## src/rtl/tss_pkg.sv

```systemverilog
package tss_pkg;

    typedef enum logic [2:0] {
        ST_LAUNCH  = 3'd0,
        ST_OST     = 3'd1,
        ST_PLL     = 3'd2,
        ST_SWITCH  = 3'd3,
        ST_PRIMARY = 3'd4,
        ST_HOLD    = 3'd5,
        ST_SLEEP   = 3'd6
    } tss_state_e;

    localparam logic [2:0] MODE_LPXTAL = 3'd0;
    localparam logic [2:0] MODE_XTAL   = 3'd1;
    localparam logic [2:0] MODE_HSXTAL = 3'd2;
    localparam logic [2:0] MODE_HSPLL  = 3'd3;

endpackage

```

## src/rtl/tss_mode_decode.sv

```systemverilog
module tss_mode_decode
    import tss_pkg::*;
(
    input  logic [2:0] osc_mode,
    output logic       is_crystal,
    output logic       needs_pll
);

    always_comb begin
        is_crystal = (osc_mode == MODE_LPXTAL) || (osc_mode == MODE_XTAL) ||
                     (osc_mode == MODE_HSXTAL) || (osc_mode == MODE_HSPLL);
        needs_pll  = (osc_mode == MODE_HSPLL);
    end

endmodule

```

## src/rtl/tss_event_counter.sv

```systemverilog
module tss_event_counter #(
    parameter int unsigned LIMIT = 1024
) (
    input  logic clk,
    input  logic rst_n,
    input  logic clr,
    input  logic inc,
    output logic done
);

    localparam int unsigned CW = $clog2(LIMIT + 1);
    localparam logic [CW-1:0] LIM = CW'(LIMIT);

    logic [CW-1:0] count_q;

    always_ff @(posedge clk or negedge rst_n) begin
        if (!rst_n) begin
            count_q <= '0;
        end else if (clr) begin
            count_q <= '0;
        end else if (inc && (count_q != LIM)) begin
            count_q <= count_q + CW'(1);
        end
    end

    assign done = (count_q == LIM);

endmodule

```

## src/rtl/tss_clock_ctrl.sv

```systemverilog
module tss_clock_ctrl
    import tss_pkg::*;
#(
    parameter int unsigned OST_TICKS       = 1024,
    parameter int unsigned PLL_WAIT_CYCLES = 16000,
    parameter int unsigned SWITCH_TICKS    = 3
) (
    input  logic       clk,
    input  logic       rst_n,
    input  logic       cfg_two_speed,
    input  logic [2:0] osc_mode,
    input  logic       wake_evt,
    input  logic       sleep_req,
    input  logic       src_change,
    input  logic       pri_tick,
    output logic       use_primary,
    output logic       pri_active,
    output logic       ready
);

    tss_state_e state_q, state_n;
    logic is_crystal, needs_pll, feature_on;
    logic ost_done, pll_done, sw_done;
    logic use_primary_q, pri_active_q, ready_q;

    tss_mode_decode u_decode (
        .osc_mode   (osc_mode),
        .is_crystal (is_crystal),
        .needs_pll  (needs_pll)
    );

    assign feature_on = cfg_two_speed && is_crystal;

    tss_event_counter #(.LIMIT(OST_TICKS)) u_ost_cnt (
        .clk   (clk),
        .rst_n (rst_n),
        .clr   (state_q != ST_OST),
        .inc   (pri_tick),
        .done  (ost_done)
    );

    generate
        if (PLL_WAIT_CYCLES == 0) begin : g_no_pll_wait
            assign pll_done = 1'b1;
        end else begin : g_pll_wait
            tss_event_counter #(.LIMIT(PLL_WAIT_CYCLES)) u_pll_cnt (
                .clk   (clk),
                .rst_n (rst_n),
                .clr   (state_q != ST_PLL),
                .inc   (1'b1),
                .done  (pll_done)
            );
        end
    endgenerate

    tss_event_counter #(.LIMIT(SWITCH_TICKS)) u_sw_cnt (
        .clk   (clk),
        .rst_n (rst_n),
        .clr   (state_q != ST_SWITCH),
        .inc   (pri_tick),
        .done  (sw_done)
    );

    // next-state logic
    always_comb begin
        state_n = state_q;
        unique case (state_q)
            ST_LAUNCH:  state_n = feature_on ? ST_OST : ST_PRIMARY;
            ST_OST: begin
                if (src_change)    state_n = ST_HOLD;
                else if (ost_done) state_n = needs_pll ? ST_PLL : ST_SWITCH;
            end
            ST_PLL: begin
                if (src_change)    state_n = ST_HOLD;
                else if (pll_done) state_n = ST_SWITCH;
            end
            ST_SWITCH:  if (sw_done) state_n = ST_PRIMARY;
            ST_PRIMARY: state_n = ST_PRIMARY;
            ST_HOLD:    state_n = ST_HOLD;
            ST_SLEEP:   if (wake_evt) state_n = ST_LAUNCH;
            default:    state_n = ST_LAUNCH;
        endcase
        if (sleep_req && (state_q != ST_SLEEP)) begin
            state_n = ST_SLEEP;
        end
    end

    // state register
    always_ff @(posedge clk or negedge rst_n) begin
        if (!rst_n) state_q <= ST_LAUNCH;
        else        state_q <= state_n;
    end

    // output register
    always_ff @(posedge clk or negedge rst_n) begin
        if (!rst_n) begin
            use_primary_q <= 1'b0;
            pri_active_q  <= 1'b0;
            ready_q       <= 1'b0;
        end else begin
            use_primary_q <= (state_n == ST_PRIMARY);
            pri_active_q  <= (state_n == ST_PRIMARY);
            ready_q       <= (state_n == ST_PRIMARY) && (state_q != ST_PRIMARY);
        end
    end

    assign use_primary = use_primary_q;
    assign pri_active  = pri_active_q;
    assign ready       = ready_q;

endmodule

```

## config.mk

```make
export PLATFORM = sky130hd
export DESIGN_NAME = tss_clock_ctrl
export DESIGN_NICKNAME = d
export VERILOG_FILES = /design/src/rtl/tss_pkg.sv /design/src/rtl/tss_mode_decode.sv /design/src/rtl/tss_event_counter.sv /design/src/rtl/tss_clock_ctrl.sv
export SDC_FILE = /design/constraint.sdc
export NUM_CORES = 1
export LEC_CHECK = 0
export ABC_AREA = 1
export ABC_CLOCK_PERIOD_IN_PS = 3400
export CAP_MARGIN = 40
export CORE_MARGIN = 2
export CORE_UTILIZATION = 39
export CTS_CLUSTER_SIZE = 24
export DETAILED_ROUTE_END_ITERATION = 12
export PLACE_DENSITY = 0.66
export SYNTH_ARGS = -nofsm -noshare
export SYNTH_HDL_FRONTEND = slang
export SYNTH_SLANG_ARGS = --single-unit
```

## constraint.sdc

```tcl
create_clock -name clk -period 3.4 [get_ports clk]
set_input_delay 0.68 -clock clk [delete_from_list [all_inputs] [get_ports clk]]
set_output_delay 0.68 -clock clk [all_outputs]
set_load 0.02 [all_outputs]
```

* Word-level counts from Yosys, hierarchy flattened
Cells that the tools add are included.
** Storage, ports and cells
- Logic and storage cells :: 59
- Memories kept :: 0
- Output and inout port bits :: 3
- Flip-flop bits (word level) :: 32
- Latch bits :: 0
- Input bits :: 10
- RAM bits :: 0
- Memory bits (read-only) :: 0
** Cells by class
- Add/sub/neg operators :: 3
- Shift-type cells :: 0
- Multiplexer cells :: 16
- Eq/ne operators :: 21
- Divide/modulo/power cells :: 0
- Multipliers :: 0
- Reductions and logical operators :: 13
- Bitwise gates (word level) :: 0
- Magnitude comparators :: 0
** Operators with widths (number)
- $mux 14 :: 2
- $mux 3 :: 8
- $mux 11 :: 2
- $pmux 3 s7 :: 1
- $add 14x1->14 const B :: 1
- $eq 14x14->1 const B :: 1
- $ne 14x14->1 const B :: 1
- $eq 3x2->1 const B :: 4
- $eq 3x3->1 const B :: 4
- $add 11x1->11 const B :: 1
- $eq 11x11->1 const B :: 1
- $ne 11x11->1 const B :: 1
- $eq 3x1->1 const B :: 2
- $logic_not 3->1 :: 2
- $ne 3x2->1 const B :: 2
- $ne 3x3->1 const B :: 2
- $reduce_bool 2->1 :: 3
- $logic_and 1x1->1 :: 5
- $mux 2 :: 2
- $logic_or 1x1->1 :: 3
- $ne 3x1->1 const B :: 1
- $add 2x1->2 const B :: 1
- $eq 2x2->1 const B :: 1
- $ne 2x2->1 const B :: 1
- $mux 1 :: 1

* Depth between registers and ports, before layout
Gate-level depths: netlist of the first run.
- Word-level depth :: 10
- Gate-level depth with buffers :: 13
- Mapped depth without buffers :: 13

* By module
From an unflattened synthesis of the first run, not the netlist that was laid out.
** Second synthesis, totals
- Cell total of the unflattened synthesis :: 336
- Area total of the unflattened synthesis :: 2318.5 um^2
** Modules (own cells, without submodules)
- tss_event_counter (g_pll_wait.u_pll_cnt) :: times used 1, sequential area each 350.3 um^2, cells an instance 149, area an instance 974.7 um^2
- tss_event_counter (u_ost_cnt) :: times used 1, sequential area each 275.3 um^2, cells an instance 105, area an instance 793.3 um^2
- tss_clock_ctrl :: times used 1, sequential area each 125.1 um^2, cells an instance 66, area an instance 430.4 um^2
- tss_event_counter (u_sw_cnt) :: times used 1, sequential area each 50.0 um^2, cells an instance 13, area an instance 106.4 um^2
- tss_mode_decode :: times used 1, sequential area each 0.0 um^2, cells an instance 3, area an instance 13.8 um^2

* Worst setup path after synthesis of the first run
No wires, ideal clock.
- Path type :: reg2reg
- Start point :: register u_ost_cnt.count_q[0]
- End point :: register u_ost_cnt.count_q[9]
- Slack :: 1.881 ns
- Path buffers :: 1
- Period minus slack after synthesis :: 1.519 ns
- Cell stages (with the launch flop) :: 11
- Setup time :: 0.118 ns
- Arrival time :: 1.401 ns
- Data required time :: 3.282 ns
- Path through :: dfrtp_1 -> inv_1 -> ha_1 -> nand2_1 -> inv_1 -> nand2_2 -> o21ai_4 -> nand2_4 -> buf_6 -> nand3_2 -> o21ai_2
** Between the ends
- Word-level cells in the longest chain between the ends :: 3
- Elaborated cells between the ends (all ways) :: 6
- Classes of those cells :: 1 x add/sub; 1 x eq/ne; 2 x mux; 2 x reduce/logical
** RTL lines
- start: declaration :: line tss_event_counter.sv:14 : logic [CW-1:0] count_q;
- start signal: assignment :: line tss_event_counter.sv:22 : count_q <= count_q + CW'(1);
- $add 11x1->11 or $ne 11x11->1 (tied branches) :: line tss_event_counter.sv:22, tss_event_counter.sv:21
- $mux 11 or $logic_and 1x1->1 (tied branches) :: line tss_event_counter.sv:21 : end else if (inc && (count_q != LIM)) begin
- $mux 11 or $reduce_bool 2->1 (tied branches)
Parallel ways exist; a longest one is shown, timed or not. The select of a mux whose other input is x is not followed.
A chain may end at the register's enable or synchronous reset.

==> results of run 1 <==
==> logic make-up after synthesis <==
family / Yosys count
AOI/OAI and AO/OA: 35
xor gates and xnor gates: 4
adders and majority gates: 5
buffers and inverters: 39
and+or+nand+nor: 125
DFF: 32
==> synthesized netlist by cell type (all sizes together) (3+ instances only) <==
cell | count | area, um2
dfrtp | 32 | 801
nand3 | 29 | 185
xor2 | 3 | 26.3
o21ai | 21 | 135
nand2 | 40 | 168
nand4 | 6 | 43.8
a21oi | 9 | 45.0
ha | 5 | 62.6
buf | 4 | 31.3
inv | 35 | 131
nor3 | 8 | 51.3
nor2 | 40 | 165
==> per-layer routing <==
| metal | vias up | track usage [%] |
|---|---|---|
| met3 | 5 | 5.35 |
| met1 | 668 | 19.9 |
| met2 | 17 | 21.2 |
| li1 | 814 | - |
| met4 | 0 | 5.05 |
| met5 | - | 0 |
==> metrics by stage <==
| step | power [mW] | worst slack, ns | std cells |
|---|---|---|---|
| finish | 1.16 | 1.50 | 324 |
| floorplan | 0.688 | 1.88 | 240 |
| global placement | 0.769 | 1.45 | 316 |
| detailed placement | 0.772 | 1.41 | 316 |
| global route | 1.25 | 1.37 | 324 |
| CTS | 1.18 | 1.48 | 324 |
==> layout make-up <==
class                      instances  area (um2)  share of cell area (%)
tap                               67        83.8                    3.79
clock inverter                     1        30.0                    1.36
clock buffer                       7        96.3                    4.36
timing repair buffer              13         128                    5.77
sequential                        32         801                    36.2
inverter                          35         131                    5.94
multi-input combinational        169         941                    42.6
==> flip-flops by register name, indices dropped and copies added, names as in the netlist <==
name,flops
u_ost_cnt.count_q,11
u_sw_cnt.count_q,2
state_q,3
ready,1
g_pll_wait.u_pll_cnt.count_q,14
pri_active,1
==> worst paths after layout <==
check / from / end / slack, ns / depth (start not counted)
setup / recovery: pri_active / use_primary / 1.50 / 1
hold / removal: u_sw_cnt.count_q[0] / u_sw_cnt.count_q[0] / 0.50 / 1
setup reg to reg: u_ost_cnt.count_q[0] / u_ost_cnt.count_q[5] / 1.59 / 11
hold reg to reg: u_sw_cnt.count_q[0] / u_sw_cnt.count_q[0] / 0.50 / 1
max in group asynchronous: rst_n / u_ost_cnt.count_q[5] / 2.32 / 2
min in group asynchronous: rst_n / g_pll_wait.u_pll_cnt.count_q[7] / 0.78 / 2
==> power breakdown <==
part           internal [mW]  switching [mW]  leakage [nW]
clock                  0.258           0.143        0.0645
sequential             0.417          0.0404         0.438
combinational          0.114           0.192         0.481
total                  0.789           0.376         0.984
==> summary.md, run 1 <==
| Metric | Value |
|---|---|
| Outcome | finished, final reports clean |
| Syn Area/Cell | 7.93 um2 |
| CTS tree | built |
| Antenna cell count | 0 |
| Initial Util | 40.3% |
| Post-synthesis sequential area ratio | 42.0% |
| DIE WIDTH | 73.9 um |
| # resized after CTS | 0 |
| Share of synthesized cell area in full adder, half adder and majority cells | 3.29% |
| Top delay family on crit path | buffers and inverters |
| Most frequent cells in the layout | nand2_1 (35), nor2_1 (34), inv_1 (33), dfrtp_1 (32), nand3_1 (21) |
| Share of cells above drive strength 1 | 15.2% |
| #FFs+latches synth | 32 |
| Chip height | 73.9 um |
| Fraction of synthesized area in multiplexers | 0% |
| Post-route design area | 0.00221 mm2 |
| CTS H-tree lvls | 2 |
| Uppermost layer routed | met4 |
| Final WL | 3500 um |
| Worst Setup End Kind | primary output |
| Io pins | 13 |
| I/O Buffers | 12 |
| Startpoint Class | register |
| Largest net degree at the start of global routing | 33 |
| Vias in the first global route | 1354 |
| Util after Layout | 46.8% |
| Setup TNS | 0 ns |
| Vias per cell | 4.64 |
| Number of remaining DRC errors | 0 |
| Slowest CP cell | clkdlybuf4s50_1 |
| Initial antenna violation count | 0 |
| Layout area overhead | 16.1% |
| Antenna viol nets, final | 0 |
| Fin Hold WS | 0.499 ns |
| Placed Area | 0.00208 mm2 |
| Compound-cell area share of the yosys netlist | 11.4% |
| Maxcap violations | 0 |
| Lkg Pwr | 0.984 nW |
| Detailed placement HPWL | 2600 um |
| Synthesis warning total | 0 |
| Mapped Cells | 240 |
| Peak supply drop | 0.229 mV |
| Wl on met1 | 1830 um |
| Tot GR Track Use | 14.6% |
| Met3 wire len | 120 um |
| Clock buffer count from CTS | 5 |
| Slew Viols, Final | 0 |
| CP peak stage delay | 0.60 ns |
| Worst Max-Slew Pin Slew | 0.515 ns |
| Filler cell count | 469 |
| Fmax | 526 MHz |
| EDFF count, synth | 0 |
| Reg clk slew, reported paths | 0.07 ns |
| First DRT Iteration DRCs | 59 |
| Relative slew slack | 65.6% |
| Critical path buffer and inverter count | 1 |
| Main combinational cell family by area after synthesis | simple AND/OR/NAND/NOR gates |
| RSZ-0062 raised after global routing | false |
| First-pass DRT Iterations | 4 |
| Worst-path cell chain | clkdlybuf4s50_1 |
| Clock Tree Buf Depth | 2 |
| Clk sinks | 32 |
| GR Overflow Total | 0 |
| WL/cell | 10.8 um |
| Skew final | 0.00672 ns |
| Net Count, Synth | 255 |
| Die area | 0.00546 mm2 |
| Met2 WL post-DR | 1500 um |
| Clk_lat worst skew | 0.29 ns |
| Mapped Area | 0.00190 mm2 |
| Period utilization | 55.9% |
| Power Density | 527 mW/mm2 |
| Asr flop ratio synth | 100% |
| Placer Congestion | 0.826 |
| Core ar. | 0.00472 mm2 |
| Main synth FF type | dfrtp_1 |
| Setup violators final | 0 |
| Cell variety after synth | 32 |
| Vias | 1504 |
| Synth Area in Simple Gates | 32.9% |
| Post-Synth XOR/XNOR Area | 1.84% |
| Final worst path period need | 1.90 ns |
| NumNets Final | 271 |
| Hold_buf cts | 0 |
| CP Data Required Time | 2.72 ns |
| # rows | 25 |
| CTS Root Cell | clkbuf_8 |
| Setup CP Type | register to primary output |
| Post-CTS Setup Inserts | 0 |
| Crit path arrival time | 1.22 ns |
| First-pass GRT wire length | 6110 um |
| Most common cell after layout, fill and taps aside | nand2_1 |
| Final Hold Viols | 0 |
| Hold Crit Class | register to register |
| Worst-path maximum fanout | 2 |
No activity file was read; power rests on OpenSTA's default activity.
==> inputs of run 2 (changes only) <==
ABC_CLOCK_PERIOD_IN_PS = 2000   (was 3400)
clock period = 2 ns   (was 3.4 ns; I/O delays follow)
==> summary.md, run 2 (synthesized netlist as in run 1, its figures left out) <==
| Metric | Value |
|---|---|
| Outcome | finished, final reports clean (unchanged) |
| Worst-path maximum fanout | 12 (was 2) |
| Power Density | 835 mW/mm2 (was 527 mW/mm2) |
| First DRT Iteration DRCs | 82 (was 59) |
| Clock power share | 28.6% (was 34.5%) |
| Clock buffer count from CTS | 5 (unchanged) |
| Largest regs | g_pll_wait.u_pll_cnt.count_q (14), u_ost_cnt.count_q (11), state_q (3) (unchanged) |
| CTS Root Cell | clkbuf_8 (unchanged) |
| Clk sinks | 32 (unchanged) |
| Detailed placement HPWL | 2820 um (was 2600 um) |
| Share of cells above drive strength 1 | 15.5% (was 15.2%) |
| Relative slew slack | 73.3% (was 65.6%) |
| Sw power | 645 uW (was 376 uW) |
| # rows | 25 (unchanged) |
| Worst Setup End Kind | register (was primary output) |
| Placer Congestion | 0.866 (was 0.826) |
| Period utilization | 86.8% |
| Clk_lat worst skew | 0.29 ns (about the same) |
| Most flop-heavy register | g_pll_wait.u_pll_cnt.count_q (unchanged) |
| I/O Buffers | 12 (unchanged) |
| Io pins | 13 (unchanged) |
| Lkg Pwr | 0.976 nW (was 0.984 nW) |
| Layout area overhead | 14.7% (was 16.1%) |
| Net Sw Frac | 35.4% (was 32.3%) |
| Antenna viol nets, final | 0 (unchanged) |
| Peak supply drop | 0.402 mV (was 0.229 mV) |
| Most frequent cells in the layout | nand2_1 (35), nor2_1 (34), inv_1 (33), dfrtp_1 (32), nand3_1 (21) (unchanged) |
| Vias per cell | 4.83 (was 4.64) |
| First-pass DRT Iterations | 4 (unchanged) |
| Part of the power in combinational logic | 28.9% (was 26.3%) |
| GR Overflow Total | 0 (unchanged) |
| CTS tree | built (unchanged) |
| Setup violators final | 0 (unchanged) |
| Final WL | 3730 um (was 3500 um) |
| Setup CP Type | register to register (was register to primary output) |
| CP Data Required Time | 2.17 ns (was 2.72 ns) |
| Startpoint Class | register (unchanged) |
| CTS H-tree lvls | 2 (unchanged) |
| RSZ-0062 raised after global routing | false (unchanged) |
| Sequential power share | 42.5% (was 39.2%) |
| Reg clk slew, reported paths | 0.07 ns (about the same) |
| Setup TNS | 0 ns (unchanged) |
| First-pass GRT wire length | 6400 um (was 6110 um) |
| Crit path arrival time | 1.91 ns (was 1.22 ns) |
| Slew Viols, Final | 0 (unchanged) |
| Most common cell after layout, fill and taps aside | nand2_1 (unchanged) |
| Hold_buf cts | 0 (unchanged) |
| Antenna cell count | 0 (unchanged) |
| Hold Crit Class | register to register (unchanged) |
| DIE WIDTH | 73.9 um (unchanged) |
| WL/cell | 11.5 um (was 10.8 um) |
| Post-CTS Setup Inserts | 0 (unchanged) |
| Hold Path Cell Cnt | 1 (unchanged) |
| # resized after CTS | 0 (unchanged) |
| Skew final | 0.00815 ns (was 0.00672 ns) |
| Filler cell count | 468 (was 469) |
| Die area | 0.00546 mm2 (unchanged) |
| Vias in the first global route | 1498 (was 1354) |
| Fmax | 576 MHz |
| Cell count of the worst reg-to-reg path | 11 (unchanged) |
| Largest register FFs | 14 (unchanged) |
| Tot GR Track Use | 15.4% (was 14.6%) |
| Fin Hold WS | 0.501 ns (was 0.499 ns) |
| Initial antenna violation count | 0 (unchanged) |
| Clock Tree Buf Depth | 2 (unchanged) |
| Final worst path period need | 1.74 ns |
| Maxcap violations | 0 (unchanged) |
| Core ar. | 0.00472 mm2 (unchanged) |
| Number of remaining DRC errors | 0 (unchanged) |
| Initial Util | 40.3% (unchanged) |
| Largest net degree at the start of global routing | 33 (unchanged) |
| Cell-internal power | 1.18 mW (was 789 uW) |
| NumNets Final | 272 (was 271) |
| Worst Max-Slew Pin Slew | 0.400 ns (was 0.515 ns) |
| Final Hold Viols | 0 (unchanged) |
| Chip height | 73.9 um (unchanged) |
| Vias | 1570 (was 1504) |
[run 2: final timing paths]
path	startpoint	to	slack [ns]
hold reg to reg	u_sw_cnt.count_q[0]	u_sw_cnt.count_q[0]	0.50
setup reg to reg	u_ost_cnt.count_q[0]	u_ost_cnt.count_q[5]	0.26
hold / removal	u_sw_cnt.count_q[0]	u_sw_cnt.count_q[0]	0.50
min in group asynchronous	rst_n	g_pll_wait.u_pll_cnt.count_q[6]	0.51
setup / recovery	u_ost_cnt.count_q[0]	u_ost_cnt.count_q[5]	0.26
max in group asynchronous	rst_n	u_ost_cnt.count_q[2]	1.19
[run 2: power groups by stage]
| stage | combinational, mW | sequential, mW | clock [mW] |
|---|---|---|---|
| after global placement | 0.526 | 0.787 | 0 |
| after global routing | 0.597 | 0.786 | 0.572 |
| after CTS | 0.533 | 0.774 | 0.537 |
| after floorplan | 0.376 | 0.794 | 0 |
| final | 0.527 | 0.776 | 0.521 |
| after detailed placement | 0.530 | 0.787 | 0 |
[run 2: layout make-up]
cell class / count / area, um2 / area share (%)
multi-input combinational: 169 / 941 / 43.1
sequential: 32 / 801 / 36.7
timing repair buffer: 14 / 135 / 6.19
inverter: 35 / 131 / 6.01
tap: 67 / 83.8 / 3.84
clock buffer: 6 / 82.6 / 3.78
clock inverter: 2 / 10.0 / 0.458
[run 2: routing by layer]
| metal | part of all wire (%) | track usage [%] |
|---|---|---|
| met3 | 3.2 | 3.70 |
| met5 | 0 | 0 |
| met4 | 1.7 | 6.06 |
| met1 | 48 | 19.4 |
| met2 | 47 | 25.4 |
[run 2: worst max-delay path: stages, from the launching register on]
cell     delay [ns]
dfrtp_1        0.42
inv_1          0.14
ha_1           0.16
nand2_1        0.04
inv_1          0.06
nand2_2        0.08
o21ai_4        0.29
nand2_4        0.19
nand3_1        0.12
nand2_1        0.05
nand2_1        0.05
nor2_1         0.04
[run 2: through the flow]
stage | utilization (%) | worst slack, ns | power (mW) | instance area [um2] | std cells
floorplan | - | 0.481 | 1.17 | 1900 | 240
global placement | 44.3 | 0.297 | 1.31 | 2090 | 317
detailed placement | 44.3 | 0.264 | 1.32 | 2090 | 317
CTS | 46.3 | 0.250 | 1.84 | 2180 | 325
global route | 46.3 | 0.119 | 1.96 | 2180 | 325
finish | 46.3 | 0.264 | 1.82 | 2180 | 325
==> inputs of run 3 (changes only) <==
CORE_ASPECT_RATIO = 1.4   (was unset)
==> summary.md, run 3 (synthesized netlist as in run 1, its figures left out) <==
| Metric | Value |
|---|---|
| Vias per cell | 4.87 (was 4.83) |
| Fin Hold WS | 0.501 ns (about the same) |
| Most flop-heavy register | g_pll_wait.u_pll_cnt.count_q (unchanged) |
| Number of remaining DRC errors | 0 (unchanged) |
| Placer Congestion | 0.816 (was 0.866) |
| Reg clk slew, reported paths | 0.07 ns (about the same) |
| Antenna cell count | 0 (unchanged) |
| Util after Layout | 45.4% (was 46.3%) |
| Cell count of the worst reg-to-reg path | 11 (unchanged) |
| Largest register FFs | 14 (unchanged) |
| FF-to-FF Start | u_ost_cnt.count_q[0] (unchanged) |
| CTS H-tree lvls | 2 (unchanged) |
| Crit path arrival time | 1.89 ns (was 1.91 ns) |
| Period utilization | 86.1% (was 86.8%) |
| Final worst path period need | 1.72 ns (was 1.74 ns) |
| First DRT Iteration DRCs | 96 (was 82) |
| Antenna viol nets, final | 0 (unchanged) |
| Post-placement cell count | 314 (was 317) |
| Fmax | 581 MHz (was 576 MHz) |
| Largest net degree at the start of global routing | 33 (unchanged) |
| Relative slew slack | 72.5% (was 73.3%) |
| Largest regs | g_pll_wait.u_pll_cnt.count_q (14), u_ost_cnt.count_q (11), state_q (3) (unchanged) |
| DIE WIDTH | 63.1 um (was 73.9 um) |
| Post-Place Worst Slack | 0.265 ns (was 0.264 ns) |
| Post-route design area | 0.00217 mm2 (was 0.00218 mm2) |
| Peak supply drop | 0.313 mV (was 0.402 mV) |
| Most frequent cells in the layout | nand2_1 (35), nor2_1 (34), inv_1 (33), dfrtp_1 (32), nand3_1 (21) (unchanged) |
| Sequential standard cell area | 801 um2 (unchanged) |
| Clk_lat worst skew | 0.28 ns (was 0.29 ns) |
| Outcome | finished, final reports clean (unchanged) |
| First-pass DRT Iterations | 4 (unchanged) |
| Setup TNS | 0 ns (unchanged) |
| Initial antenna violation count | 0 (unchanged) |
| Final Hold Viols | 0 (unchanged) |
| Chip height | 86.7 um (was 73.9 um) |
| Clk sinks | 32 (unchanged) |
| Slew Viols, Final | 0 (unchanged) |
| Hold Path Cell Cnt | 1 (unchanged) |
| HP Start | u_sw_cnt.count_q[0] (unchanged) |
| Multi-input gate area | 941 um2 (unchanged) |
| Layout area overhead | 13.7% (was 14.7%) |
| Hold_buf cts | 0 (unchanged) |
| Worst Max-Slew Pin Slew | 0.412 ns (was 0.400 ns) |
| CTS Root Cell | clkbuf_8 (unchanged) |
| CTS tree | built (unchanged) |
| Clock buffer count from CTS | 5 (unchanged) |
| CP Data Required Time | 2.17 ns (about the same) |
| Tot GR Track Use | 15.0% (was 15.4%) |
| WL/cell | 11.2 um (was 11.5 um) |
| Lkg Pwr | 0.966 nW (was 0.976 nW) |
| Setup CP Type | register to register (unchanged) |
| NumNets Final | 272 (unchanged) |
| Clock Tree Buf Depth | 2 (unchanged) |
| Final worst setup slack | 0.278 ns (was 0.264 ns) |
| Vias in the first global route | 1502 (was 1498) |
| GR Overflow Total | 0 (unchanged) |
| Skew final | 0.00693 ns (was 0.00815 ns) |
| RSZ-0062 raised after global routing | false (unchanged) |
| Startpoint Class | register (unchanged) |
| Io pins | 13 (unchanged) |
| Critical path origin | u_ost_cnt.count_q[0] (unchanged) |
| Detailed placement HPWL | 2770 um (was 2820 um) |
| Placed Area | 0.00209 mm2 (about the same) |
| Setup violators final | 0 (unchanged) |
| Hold Crit Class | register to register (unchanged) |
| Share of cells above drive strength 1 | 14.8% (was 15.5%) |
| Filler cell count | 475 (was 468) |
| Power Density | 815 mW/mm2 (was 835 mW/mm2) |
| Die area | 0.00547 mm2 (was 0.00546 mm2) |
| Cell Count, Final, Fillers Out | 321 (was 325) |
| Core ar. | 0.00477 mm2 (was 0.00472 mm2) |
| Maxcap violations | 0 (unchanged) |
| Post-CTS Setup Inserts | 0 (unchanged) |
| # rows | 30 (was 25) |
| Worst Setup End Kind | register (unchanged) |
| Final Power | 1.76 mW (was 1.82 mW) |
| Most common cell after layout, fill and taps aside | nand2_1 (unchanged) |
| # resized after CTS | 0 (unchanged) |
| First-pass GRT wire length | 6470 um (was 6400 um) |
| I/O Buffers | 12 (unchanged) |
| Worst-path maximum fanout | 12 (unchanged) |
| Vias | 1562 (was 1570) |
| Final WL | 3600 um (was 3730 um) |
| Initial Util | 39.9% (was 40.3%) |
==> run 3: changes by cell type in the layout (fill, tap and decap cells not counted) <==
cell	previous run	this run
clkbuf_1	0	1
clkbuf_8	6	5
clkinv_2	2	1
==> run 3: worst paths after layout <==
check                                             endpoint  slack, ns
setup / recovery                      u_ost_cnt.count_q[5]       0.28
hold / removal                         u_sw_cnt.count_q[0]       0.50
setup reg to reg                      u_ost_cnt.count_q[5]       0.28
hold reg to reg                        u_sw_cnt.count_q[0]       0.50
min in group asynchronous  g_pll_wait.u_pll_cnt.count_q[5]       0.52
max in group asynchronous             u_ost_cnt.count_q[0]       1.18
==> run 3: worst max-delay path: stages (launching register included) <==
cell	delay [ns]
dfrtp_1	0.42
inv_1	0.14
ha_1	0.16
nand2_1	0.04
inv_1	0.06
nand2_2	0.07
o21ai_4	0.28
nand2_4	0.18
nand3_1	0.12
nand2_1	0.05
nand2_1	0.05
nor2_1	0.04
==> run 3: final cells by class <==
class,instances,area share (%)
multi-input cells,169,43.4
flip-flops and latches,32,37.0
clock buffers,6,3.35
well taps,64,3.70
clock inverters,1,0.231
repair buffers,14,6.24
inverters,35,6.07
==> run 3: power breakdown <==
part           leakage (nW)  internal [mW]  switching (mW)  total [mW]
clock network        0.0410          0.236           0.230       0.466
registers             0.438          0.708          0.0634       0.772
logic                 0.487          0.197           0.330       0.526
total                 0.966           1.14           0.623        1.76
==> run 3: layer usage <==
layer,global-route usage [%],vias up,part of all wire (%)
met1,17.3,719,44
li1,-,814,-
met3,3.51,8,2.7
met4,6.46,0,2.2
met5,0,-,0
met2,26.4,21,51
